===== config.mk =====
export PLATFORM = sky130hd
export DESIGN_NAME = fdivFieldEnc
export DESIGN_NICKNAME = d
export VERILOG_FILES = /design/src/rtl/fdiv_enc_pkg.sv /design/src/rtl/fdivFieldCalc.sv /design/src/rtl/fdivEncCtrl.sv /design/src/rtl/fdivEncPath.sv /design/src/rtl/fdivFieldEnc.sv
export SDC_FILE = /design/constraint.sdc
export NUM_CORES = 1
export LEC_CHECK = 0
export BUFFER_PORTS_ARGS = -buffer_cell sky130_fd_sc_hd__buf_4
export CAP_MARGIN = 10
export CORE_ASPECT_RATIO = 0.5
export CORE_UTILIZATION = 51
export DETAILED_ROUTE_END_ITERATION = 12
export PLACE_DENSITY = 0.95
export SKIP_CTS_REPAIR_TIMING = 1
export SKIP_LAST_GASP = 1
export SLEW_MARGIN = 20
export SYNTH_ARGS = -nofsm -noshare
export SYNTH_HDL_FRONTEND = slang
export SYNTH_SLANG_ARGS = --single-unit

===== constraint.sdc =====
create_clock -name clk -period 3.2 [get_ports clk]
set_input_delay 0.64 -clock clk [delete_from_list [all_inputs] [get_ports clk]]
set_output_delay 0.64 -clock clk [all_outputs]
set_load 0.05 [all_outputs]

===== src/rtl/fdiv_enc_pkg.sv =====
package fdiv_enc_pkg;

  // Strobes from control to datapath
  typedef struct packed {
    logic load;     // latch freshly computed words
    logic reject;   // input out of range, words untouched
  } ctlStrb_t;

  // Control word bit positions
  localparam int unsigned POS_FRAC  = 12;
  localparam int unsigned POS_FEN   = 11;
  localparam int unsigned POS_WFR   = 10;
  localparam int unsigned POS_EDGE  = 7;
  localparam int unsigned POS_NOCNT = 6;
  // Phase word bit positions
  localparam int unsigned POS_PHASE = 11;
  localparam int unsigned POS_WFF   = 10;
  // Power word used when a fraction is present
  localparam logic [15:0] POWER_FRAC = 16'h9800;

endpackage


===== src/rtl/fdivFieldCalc.sv =====
module fdivFieldCalc #(
  parameter int unsigned INT_W  = 8,
  parameter int unsigned FRAC_W = 3
) (
  input  logic [INT_W-1:0]  intPart,
  input  logic [FRAC_W-1:0] fracPart,
  output logic [INT_W-1:0]  hiCnt,
  output logic [INT_W-1:0]  loCnt,
  output logic              edgeBit,
  output logic              noCount,
  output logic              fracEn,
  output logic              wfRise,
  output logic              wfFall,
  output logic [FRAC_W-1:0] phase
);

  logic fracIsOne;
  logic fracZero;
  logic divIsOne;
  logic divIsTwo;

  assign fracIsOne = (fracPart == FRAC_W'(1));
  assign fracZero  = (fracPart == '0);
  assign divIsOne  = (intPart == INT_W'(1));
  assign divIsTwo  = (intPart == INT_W'(2));

  always_comb begin
    hiCnt   = '0;
    loCnt   = '0;
    edgeBit = 1'b0;
    noCount = 1'b0;
    fracEn  = 1'b0;
    wfRise  = 1'b0;
    wfFall  = 1'b0;
    phase   = '0;
    if (divIsOne) begin
      noCount = 1'b1;
    end else if (fracZero) begin
      hiCnt   = intPart >> 1;
      edgeBit = intPart[0];
      loCnt   = intPart - hiCnt;
    end else begin
      fracEn  = 1'b1;
      hiCnt   = intPart >> 1;
      edgeBit = intPart[0];
      loCnt   = hiCnt;
      if (!edgeBit) begin
        hiCnt  = hiCnt - INT_W'(1);
        wfRise = 1'b1;
      end
      if (!edgeBit || fracIsOne) begin
        loCnt = loCnt - INT_W'(1);
      end
      wfFall = ((!edgeBit) ^ fracIsOne) || (divIsTwo && fracIsOne);
      phase  = {edgeBit, fracPart[FRAC_W-1:1]};
    end
  end

endmodule


===== src/rtl/fdivEncCtrl.sv =====
module fdivEncCtrl
  import fdiv_enc_pkg::*;
#(
  parameter int unsigned INT_W   = 8,
  parameter int unsigned MAX_DIV = 128
) (
  input  logic             clk,
  input  logic             rstN,
  input  logic             inValid,
  input  logic [INT_W-1:0] intPart,
  output ctlStrb_t         strb,
  output logic             outValid,
  output logic             errOut
);

  localparam logic [INT_W-1:0] DIV_LIMIT = INT_W'(MAX_DIV);

  logic inRange;

  assign inRange     = (intPart != '0) && (intPart <= DIV_LIMIT);
  assign strb.load   = inValid && inRange;
  assign strb.reject = inValid && !inRange;

  always_ff @(posedge clk) begin
    if (!rstN) begin
      outValid <= 1'b0;
      errOut   <= 1'b0;
    end else begin
      outValid <= strb.load;
      errOut   <= strb.reject;
    end
  end

  // an accepted input gives a valid on the next edge
  assert_valid_latency_R11: assert property (@(posedge clk) disable iff (!rstN)
    (inValid && intPart != '0 && intPart <= DIV_LIMIT) |=> (outValid && !errOut));

  // a rejected input gives an error on the next edge
  assert_err_latency_R10: assert property (@(posedge clk) disable iff (!rstN)
    (inValid && (intPart == '0 || intPart > DIV_LIMIT)) |=> (errOut && !outValid));

  // no pulse without a strobe
  assert_no_spurious_R11: assert property (@(posedge clk) disable iff (!rstN)
    !inValid |=> !outValid && !errOut);

endmodule


===== src/rtl/fdivEncPath.sv =====
module fdivEncPath
  import fdiv_enc_pkg::*;
#(
  parameter int unsigned INT_W  = 8,
  parameter int unsigned FRAC_W = 3,
  parameter int unsigned CNT_W  = 6,
  parameter int unsigned WORD_W = 16
) (
  input  logic                      clk,
  input  logic                      rstN,
  input  ctlStrb_t                  strb,
  input  logic [INT_W+FRAC_W-1:0]   divIn,
  output logic [WORD_W-1:0]         wordHiLo,
  output logic [WORD_W-1:0]         wordCtrl,
  output logic [WORD_W-1:0]         wordPhase,
  output logic [WORD_W-1:0]         wordPower
);

  logic [INT_W-1:0]  intPart;
  logic [FRAC_W-1:0] fracPart;
  logic [INT_W-1:0]  hiCnt;
  logic [INT_W-1:0]  loCnt;
  logic              edgeBit;
  logic              noCount;
  logic              fracEn;
  logic              wfRise;
  logic              wfFall;
  logic [FRAC_W-1:0] phase;

  logic [WORD_W-1:0] hiLoNext;
  logic [WORD_W-1:0] ctrlNext;
  logic [WORD_W-1:0] phaseNext;
  logic [WORD_W-1:0] powerNext;

  assign intPart  = divIn[FRAC_W +: INT_W];
  assign fracPart = divIn[FRAC_W-1:0];

  fdivFieldCalc #(
    .INT_W (INT_W),
    .FRAC_W(FRAC_W)
  ) uCalc (
    .intPart (intPart),
    .fracPart(fracPart),
    .hiCnt   (hiCnt),
    .loCnt   (loCnt),
    .edgeBit (edgeBit),
    .noCount (noCount),
    .fracEn  (fracEn),
    .wfRise  (wfRise),
    .wfFall  (wfFall),
    .phase   (phase)
  );

  // Pack the fields; counts wrap modulo 2**CNT_W
  always_comb begin
    hiLoNext                   = '0;
    hiLoNext[CNT_W +: CNT_W]   = CNT_W'(hiCnt);
    hiLoNext[0 +: CNT_W]       = CNT_W'(loCnt);

    ctrlNext                   = '0;
    ctrlNext[POS_FRAC +: FRAC_W] = fracEn ? fracPart : '0;
    ctrlNext[POS_FEN]          = fracEn;
    ctrlNext[POS_WFR]          = wfRise;
    ctrlNext[POS_EDGE]         = edgeBit;
    ctrlNext[POS_NOCNT]        = noCount;

    phaseNext                  = '0;
    phaseNext[POS_PHASE +: FRAC_W] = phase;
    phaseNext[POS_WFF]         = wfFall;

    powerNext = (fracPart != '0) ? WORD_W'(POWER_FRAC) : '0;
  end

  always_ff @(posedge clk) begin
    if (!rstN) begin
      wordHiLo  <= '0;
      wordCtrl  <= '0;
      wordPhase <= '0;
      wordPower <= '0;
    end else if (strb.load) begin
      wordHiLo  <= hiLoNext;
      wordCtrl  <= ctrlNext;
      wordPhase <= phaseNext;
      wordPower <= powerNext;
    end
  end

  // words change only when a load is strobed
  assert_words_hold_R10: assert property (@(posedge clk) disable iff (!rstN)
    !strb.load |=> ($stable(wordHiLo) && $stable(wordCtrl) &&
                    $stable(wordPhase) && $stable(wordPower)));

  // bypass leaves counts, phase and fraction enable clear
  assert_nocount_clear_R2: assert property (@(posedge clk) disable iff (!rstN)
    wordCtrl[POS_NOCNT] |-> (wordHiLo == '0 && wordPhase == '0 && !wordCtrl[POS_FEN]));

  // rising wave flag follows even edge in fractional mode
  assert_wave_rise_R5: assert property (@(posedge clk) disable iff (!rstN)
    wordCtrl[POS_FEN] |-> (wordCtrl[POS_WFR] == !wordCtrl[POS_EDGE]));

  // fractional mode implies the power word
  assert_power_frac_R8: assert property (@(posedge clk) disable iff (!rstN)
    wordCtrl[POS_FEN] |-> (wordPower == WORD_W'(POWER_FRAC)));

endmodule


===== src/rtl/fdivFieldEnc.sv =====
module fdivFieldEnc
  import fdiv_enc_pkg::*;
#(
  parameter int unsigned INT_W   = 8,
  parameter int unsigned FRAC_W  = 3,
  parameter int unsigned CNT_W   = 6,
  parameter int unsigned WORD_W  = 16,
  parameter int unsigned MAX_DIV = 128
) (
  input  logic                    clk,
  input  logic                    rstN,
  input  logic                    inValid,
  input  logic [INT_W+FRAC_W-1:0] divIn,
  output logic                    outValid,
  output logic                    errOut,
  output logic [WORD_W-1:0]       wordHiLo,
  output logic [WORD_W-1:0]       wordCtrl,
  output logic [WORD_W-1:0]       wordPhase,
  output logic [WORD_W-1:0]       wordPower
);

  ctlStrb_t strb;

  fdivEncCtrl #(
    .INT_W  (INT_W),
    .MAX_DIV(MAX_DIV)
  ) uCtrl (
    .clk     (clk),
    .rstN    (rstN),
    .inValid (inValid),
    .intPart (divIn[FRAC_W +: INT_W]),
    .strb    (strb),
    .outValid(outValid),
    .errOut  (errOut)
  );

  fdivEncPath #(
    .INT_W (INT_W),
    .FRAC_W(FRAC_W),
    .CNT_W (CNT_W),
    .WORD_W(WORD_W)
  ) uPath (
    .clk      (clk),
    .rstN     (rstN),
    .strb     (strb),
    .divIn    (divIn),
    .wordHiLo (wordHiLo),
    .wordCtrl (wordCtrl),
    .wordPhase(wordPhase),
    .wordPower(wordPower)
  );

endmodule


After elaboration in Yosys (flattened, before gate mapping):

Cells that the tools add are included.

* flip-flop bits (word level): 41
* input bits: 14
* output and inout port bits: 66
* word-level logic and storage cells: 43

* add/subtract/negate cells: 2
* order comparisons: 1
* equality and inequality tests: 3
* muxes and demuxes: 19
* bitwise operators: 1
* reductions and logical operators: 11

Operators by type and width (number)
* $mux 6: 6
* $mux 16: 1
* $mux 1: 9
* $mux 3: 3
* $eq 8x1->1 const B: 1
* $eq 8x2->1 const B: 1
* $le 8x8->1 const B: 1
* $reduce_bool 8->1: 1
* $sub 6x1->6 const B: 1
* $sub 6x6->6: 1
* $logic_and 1x1->1: 4
* $eq 3x1->1 const B: 1
* $logic_not 3->1: 1
* $reduce_bool 3->1: 1
* $logic_not 1->1: 2
* $logic_or 1x1->1: 2
* $xor 1x1->1: 1

Longest topological paths before layout:

Gate-level depths: netlist of the first run.

* depth in word-level cells: 5
* depth in mapped cells: 9

Cells and area by module:

From an unflattened synthesis of the first run, not the netlist that was laid out.

* cells, all modules: 267
* area, all modules: 2248.4 um^2

Modules (own cells, without submodules)
* fdivEncPath: instances 1, cells each 122, area an instance 1228.7 um^2
* fdivFieldCalc: instances 1, cells each 133, area an instance 884.6 um^2
* fdivEncCtrl: instances 1, cells each 12, area an instance 135.1 um^2

Worst setup path before layout of the first run:

No wires, ideal clock.

* path kind: in2reg
* start point: in divIn[5]
* end point: reg uPath.wordCtrl[10]
* library setup time: 0.066 ns
* data arrival time: 2.046 ns
* required time: 3.134 ns
* slack: 1.088 ns
* cell stages on the path: 9
* path buffers: 1
* cell sequence: inv_1 -> ha_1 -> and4bb_4 -> a22oi_4 -> nand2_4 -> a21oi_4 -> buf_6 -> a22oi_1 -> nor2_1

* longest elaborated chain between the ends: 3

RTL lines
* start, declared: RTL line fdivFieldEnc.sv:13 `input logic [INT_W+FRAC_W-1:0] divIn,`
* $le 8x8->1 / $reduce_bool 8->1 (equally long branches): RTL line fdivEncCtrl.sv:20 `assign inRange = (intPart != '0) && (intPart <= DIV_LIMIT);`
* $logic_and 1x1->1: RTL line fdivEncCtrl.sv:20
* $logic_and 1x1->1: RTL line fdivEncCtrl.sv:21 `assign strb.load = inValid && inRange;`
* end signal, assigned: RTL line fdivEncPath.sv:82 `wordCtrl <= ctrlNext;`
* end, declared: RTL line fdivEncPath.sv:14 `output logic [WORD_W-1:0] wordCtrl,`

Several ways; a longest one is shown, not always the timed one.
A chain may end at the register's enable or synchronous reset.

Final worst setup path of the first run:

* start point: in divIn[5]
* end point: reg uPath.wordHiLo[5]

* longest elaborated chain between the ends: 4

RTL lines
* $sub 6x1->6: RTL line fdivFieldCalc.sv:52 `loCnt = loCnt - INT_W'(1);`
* $mux 6: RTL line fdivFieldCalc.sv:51 `if (!edgeBit || fracIsOne) begin`
* $mux 6: RTL line fdivFieldCalc.sv:38 `end else if (fracZero) begin`
* $mux 6: RTL line fdivFieldCalc.sv:36 `if (divIsOne) begin`
* end signal, assigned: RTL line fdivEncPath.sv:81 `wordHiLo <= hiLoNext;`
* end, declared: RTL line fdivEncPath.sv:13 `output logic [WORD_W-1:0] wordHiLo,`

Several ways; a longest one is shown, not always the timed one.

==> out/results.ini, run 1 <==
[synth]
synth_top_area_cell = dfxtp_1
synthTopCellsByArea = dfxtp_1 (29%), buf_4 (17%), ha_1 (10%)
synthTopCellsByCount = buf_4 (40), dfxtp_1 (26), nor2_1 (24)
synth_warnings = 0
synth_cell_types = 34
avgSynthCellArea_sq_um = 8.42
seq_area_frac_synth_pct = 28.7
synthFlopType = dfxtp_1
yosysTopAreaCellShare_pct = 28.7
synthesis.area_sq_um = 1810
yosysMostFrequentCell = buf_4
ys_async_sr_fraction_pct = 0
synth_edf_count = 0
netlist_instances = 215
synth-seq-cells = 26

[power_and_ir_drop]
p_total_mw = 0.964
p_leak_nw = 0.973
power_density_nw_per_um2 = 469
irDropWorstVdd_v = 0.000265

[setup_path]
arrival_ns = 2.65
critPathLaunchType = primary input
cp.depth = 9
critPathCaptureType = register
critical_path.cell_chain = buf_4 > inv_1 > ha_1 > and4bb_4 > a22oi_4 > nand2_4 > a21oi_4 > o211ai_1 > a21oi_1
cp.required_ns = 3.41
crit_family = compound AO/OA/AOI/OAI gates
crit_slowest_cell = a21oi_4
startpoint = divIn[5]
crit_type = primary input to register
cp-endpoint = uPath.wordHiLo[5]
r2r_start = uPath.wordHiLo[2]
cp_num_buf_inv = 2
slowest_delay_ns = 0.46
worst-path-max-fanout = 26
reg2reg_depth = 2
rr_endpoint = uPath.wordHiLo[2]
regToRegSetupSlack_ns = 2.47

[route]
routed_via_density = 5.04
dr.pass1.iters = 5
drt-met1-wl_mm = 1.53
dr_wl_met2_mm = 1.85
drt_iter0_drc = 90
ant_nets = 0
wl_met3_um = 393
routed_wl_mm = 3.82
num_vias = 1503
route.detailed.drc = 0
wl_per_cell_um = 12.8
top_layer_used = met4

[sta]
worst_pin_slew_ns = 0.673
clock-skew-final_ns = 0
slew_headroom_pct = 54.5
post-route-period-util_pct = 76.4
max_freq_mhz = 409
rsz0062_at_grt = no
finalCriticalPeriod_ns = 2.44
report.final.slew_viol_count = 0
final-setup-viol-count = 0
fin_setup_tns_ns = 0
finalHoldViolations = 0
holdWs_ns = 0.457

[grt]
grtUsageTotal_pct = 20.2
grt_max_degree = 27
grt_pass1_wl_mm = 5.97
grt_pass1_vias = 1316
grt-ovfl-total = 0
antenna_found_initial = 0

[placement]
dp.cells = 294
io_buffer_count = 41
hpwl_mm = 2.88
gp_congestion = 0.861
place_area_sq_um = 1980

[die]
row_count = 14
die_h_um = 44.1
dieWidth_um = 86.3
io_pins = 80
core_area_sq_um = 3190
die-area_sq_um = 3810
floorplan.initialDensity_pct = 56.8

[layout]
antenna_cells = 0
drive_gt1_share_pct = 20.4
final_area_sq_um = 2050
syn2layout_area_growth_pct = 13.5
fin_cells = 298
fin_nets = 281

[clock_tree]
clk_latency_ns = 0.27
clk_pin_slew_ns = 0.09
clock-sinks = 26
cts_made_buffers = 3
cts_max_path_buffers = 2
tritoncts = done
root_buffer = clkbuf_8
htree_levels = 1

[min_path]
hold_class = register to register

[run_status]
run_status = finished, final reports clean

[flow_run]
max-cap-violations = 0

==> how the worst min path moves through the flow <==
stage                        startpoint             endpoint  slack (ns)  depth (start not counted)
floorplan             uPath.wordHiLo[5]    uPath.wordHiLo[5]        0.67                          2
global placement      uPath.wordHiLo[5]    uPath.wordHiLo[5]        0.45                          2
detailed placement  uPath.wordPhase[11]  uPath.wordPhase[11]        0.45                          2
CTS                 uPath.wordPhase[11]  uPath.wordPhase[11]        0.46                          2
global route         uPath.wordCtrl[14]   uPath.wordCtrl[14]        0.48                          2
finish              uPath.wordPhase[11]  uPath.wordPhase[11]        0.46                          2
==> final cells by class <==
| type | instances | area (sq um) |
|---|---|---|
| Clock buffer | 3 | 41.3 |
| Clock inverter | 1 | 30.0 |
| Fill cell | 250 | 1130 |
| Inverter | 10 | 37.5 |
| Multi-Input combinational cell | 169 | 1060 |
| Sequential cell | 26 | 520 |
| Tap cell | 48 | 60.1 |
| Timing Repair Buffer | 41 | 308 |
==> sequential cells by signal, summed over array words and instances (netlist names) <==
signal           count
uCtrl.errOut         1
uCtrl.outValid       1
uPath.wordCtrl       7
uPath.wordHiLo      12
uPath.wordPhase      4
uPath.wordPower      1
==> per-stage QoR <==
step / util [%] / worst slack, ns
2_1_floorplan: - / 1.09
3_3_place_gp: 62.2 / 0.627
3_5_place_dp: 62.2 / 0.513
4_1_cts: 64.4 / 0.771
5_1_grt: 64.4 / 0.622
6_report: 64.4 / 0.756
==> cells by family (layout without fill, tap and decap cells) <==
family / count (synthesis) / after routing / synth area share, %
buffers and inverters: 57 / 55 / 20.5
flip-flops: 26 / 26 / 28.7
AND/OR/NAND/NOR: 60 / 60 / 15.4
multiplexers: 2 / 2 / 1.11
adder cells (fa/ha/maj): 16 / 16 / 11.5
other: 1 / 38 / 0.207
XOR/XNOR: 14 / 14 / 6.77
AO/OA/AOI/OAI: 39 / 39 / 15.8
==> metal layers <==
| layer | vias up | track usage, % |
|---|---|---|
| li1 | 716 | - |
| met1 | 675 | 24.3 |
| met2 | 101 | 36.3 |
| met3 | 11 | 4.10 |
| met4 | 0 | 8.00 |
| met5 | - | 0 |
==> worst min-delay path, stage by stage (launching register included) <==
cell and delay [ns]:
dfxtp_1 0.32, nand2_1 0.05, a21oi_1 0.05
==> placed cells by master, fill, tap and decap left out, types with 9 or more instances in the layout <==
cell type,synthesis,final
buf_4,40,41
nand2_1,20,20
xnor2_1,10,10
dfxtp_1,26,26
conb_1,1,38
nor2_1,24,24
a21oi_1,9,9
inv_1,10,10
ha_1,15,15
a22oi_1,10,10
==> report_power, final <==
| group | internal, mW | switching (mW) | leakage (nW) |
|---|---|---|---|
| clock network | 0.168 | 0.106 | 0.0357 |
| logic | 0.0837 | 0.255 | 0.724 |
| registers | 0.341 | 0.00980 | 0.213 |
No activity file was read; power rests on OpenSTA's default activity.
==> run 2: changes to the inputs <==
Settings changed: CORE_UTILIZATION 51 to 47, PLACE_DENSITY 0.95 to 0.9.
Clock period 3.2 ns to 2.36 ns, I/O delays scaled along.
==> run 2 against run 1 <==
  * Combinational power rose by 36%
  * Sequential power is 35% higher
  * Critical path depth fell by 1
  * Via count is 0.27% lower
  * Critical endpoint unchanged
  * Non-clock buffer count increased by 3
  * Sequential share of layout area is 0.12 points lower
  * Core utilization is 6.2 points lower
==> out/results.ini, run 2 (synthesized netlist as in run 1, its figures left out) <==
[route]
route.detailed.drc = 0
routed_wl_mm = 3.82
ant_nets = 0
routed_via_density = 4.93
wl_per_cell_um = 12.6
num_vias = 1499
drt_iter0_drc = 46
dr.pass1.iters = 4

[power_and_ir_drop]
power_frac_clock_pct = 23.9
seqPwrFrac_pct = 38.6
power_switching_share_pct = 40.8
p_leak_nw = 0.981
power_density_nw_per_um2 = 596
switchingPower_mw = 0.501
power_frac_comb_pct = 37.5
p_int_mw = 0.728
irDropWorstVdd_v = 0.000224
p_total_mw = 1.23

[layout]
largest_register = uPath.wordHiLo
layout_common_cells = buf_4 (44), conb_1 (38), dfxtp_1 (26)
layout_commonest_cell = buf_4
syn2layout_area_growth_pct = 14.0
biggestRegsByFlops = uPath.wordHiLo x12, uPath.wordCtrl x7, uPath.wordPhase x4
largest_reg_flops = 12
nFillCells = 288
final_area_sq_um = 2060
seq_area_sq_um = 520
fin_util_pct = 58.2
fin_nets = 284
antenna_cells = 0
drive_gt1_share_pct = 21.3
multi_input_area_sq_um = 1060
fin_cells = 304

[grt]
grt_pass1_wl_mm = 5.87
met2_usage_pct = 34.3
gr-usage-met3_pct = 3.83
grtUsageMet1_pct = 21.2
grt_pass1_vias = 1278
grt-ovfl-total = 0
grtUsageTotal_pct = 18.1
grt_max_degree = 26
busiest_layer = met2
antenna_found_initial = 0

[die]
io_pins = 80
dieWidth_um = 89.8
die_h_um = 45.9
die-area_sq_um = 4120
core_area_sq_um = 3550
floorplan.initialDensity_pct = 51.0
row_count = 15

[clock_tree]
clk_pin_slew_ns = 0.10
clk_latency_ns = 0.27
tritoncts = done
cts_max_path_buffers = 2
cts_made_buffers = 3
root_buffer = clkbuf_8
htree_levels = 1
clock-sinks = 26

[setup_path]
reg2reg_depth = 2
regToRegSetupSlack_ns = 1.67
arrival_ns = 2.21
cp.required_ns = 2.50
r2r_start = uPath.wordHiLo[2]
rr_endpoint = uPath.wordHiLo[2]
worst-path-max-fanout = 9
critPathCaptureType = register
crit_type = primary input to register
critPathLaunchType = primary input

[sta]
finalHoldViolations = 0
rsz0062_at_grt = no
worst_pin_slew_ns = 0.652
slew_headroom_pct = 56.5
final-setup-viol-count = 0
report.final.slew_viol_count = 0
finalCriticalPeriod_ns = 2.07
clock-skew-final_ns = 0
post-route-period-util_pct = 87.9
fin_setup_tns_ns = 0
max_freq_mhz = 482

[placement]
io_buffer_count = 41
gp_congestion = 0.887
hpwl_mm = 2.93
dp.cells = 300
place_area_sq_um = 2010

[min_path]
hold_path_depth = 3
hold_class = primary input to register
worstHoldEndpoint = uCtrl.errOut
min_from = inValid

[flow_run]
max-cap-violations = 0

[run_status]
run_status = finished, final reports clean

-- run 2: worst max path at each step --
stage	from	end	slack, ns	cells after the start
3_5_place_dp	divIn[4]	uPath.wordHiLo[5]	0.02	8
4_1_cts	divIn[4]	uPath.wordHiLo[5]	0.31	8
2_1_floorplan	divIn[5]	uPath.wordCtrl[10]	0.42	9
6_report	divIn[4]	uPath.wordHiLo[5]	0.29	8
3_3_place_gp	divIn[4]	uPath.wordHiLo[5]	0.15	8
5_1_grt	divIn[4]	uPath.wordHiLo[5]	0.21	8
-- run 2: stage by stage --
stage	hold slack [ns]	worst slack (ns)
final	0.444	0.286
after floorplan	0.586	0.416
after global routing	0.451	0.206
after CTS	0.447	0.311
after global placement	0.445	0.147
after detailed placement	0.447	0.0167
-- run 2: power by group through the flow --
stage	registers, mW	clock network (mW)	logic, mW
global route	0.477	0.312	0.486
floorplan	0.565	0	0.328
finish	0.475	0.294	0.461
CTS	0.475	0.292	0.459
global placement	0.484	0	0.447
detailed placement	0.485	0	0.458
-- run 2: critical path, cell delays in order --
cell,delay [ns]
buf_4,0.15
inv_1,0.10
ha_1,0.34
o21ba_2,0.24
o41ai_1,0.41
xnor2_1,0.16
o211ai_1,0.23
a21oi_1,0.10
-- run 2: layout make-up --
type,count,area share (%)
Clock buffer,4,2.67
Inverter,10,1.82
Multi-Input combinational cell,169,51.2
Sequential cell,26,25.2
Tap cell,51,3.09
Timing Repair Buffer,44,16.0
-- run 2: layer usage --
metal,up-vias,part of all wire (%)
met1,706,43
met5,-,0
li1,715,-
met4,0,0.71
met3,2,7.0
met2,76,49
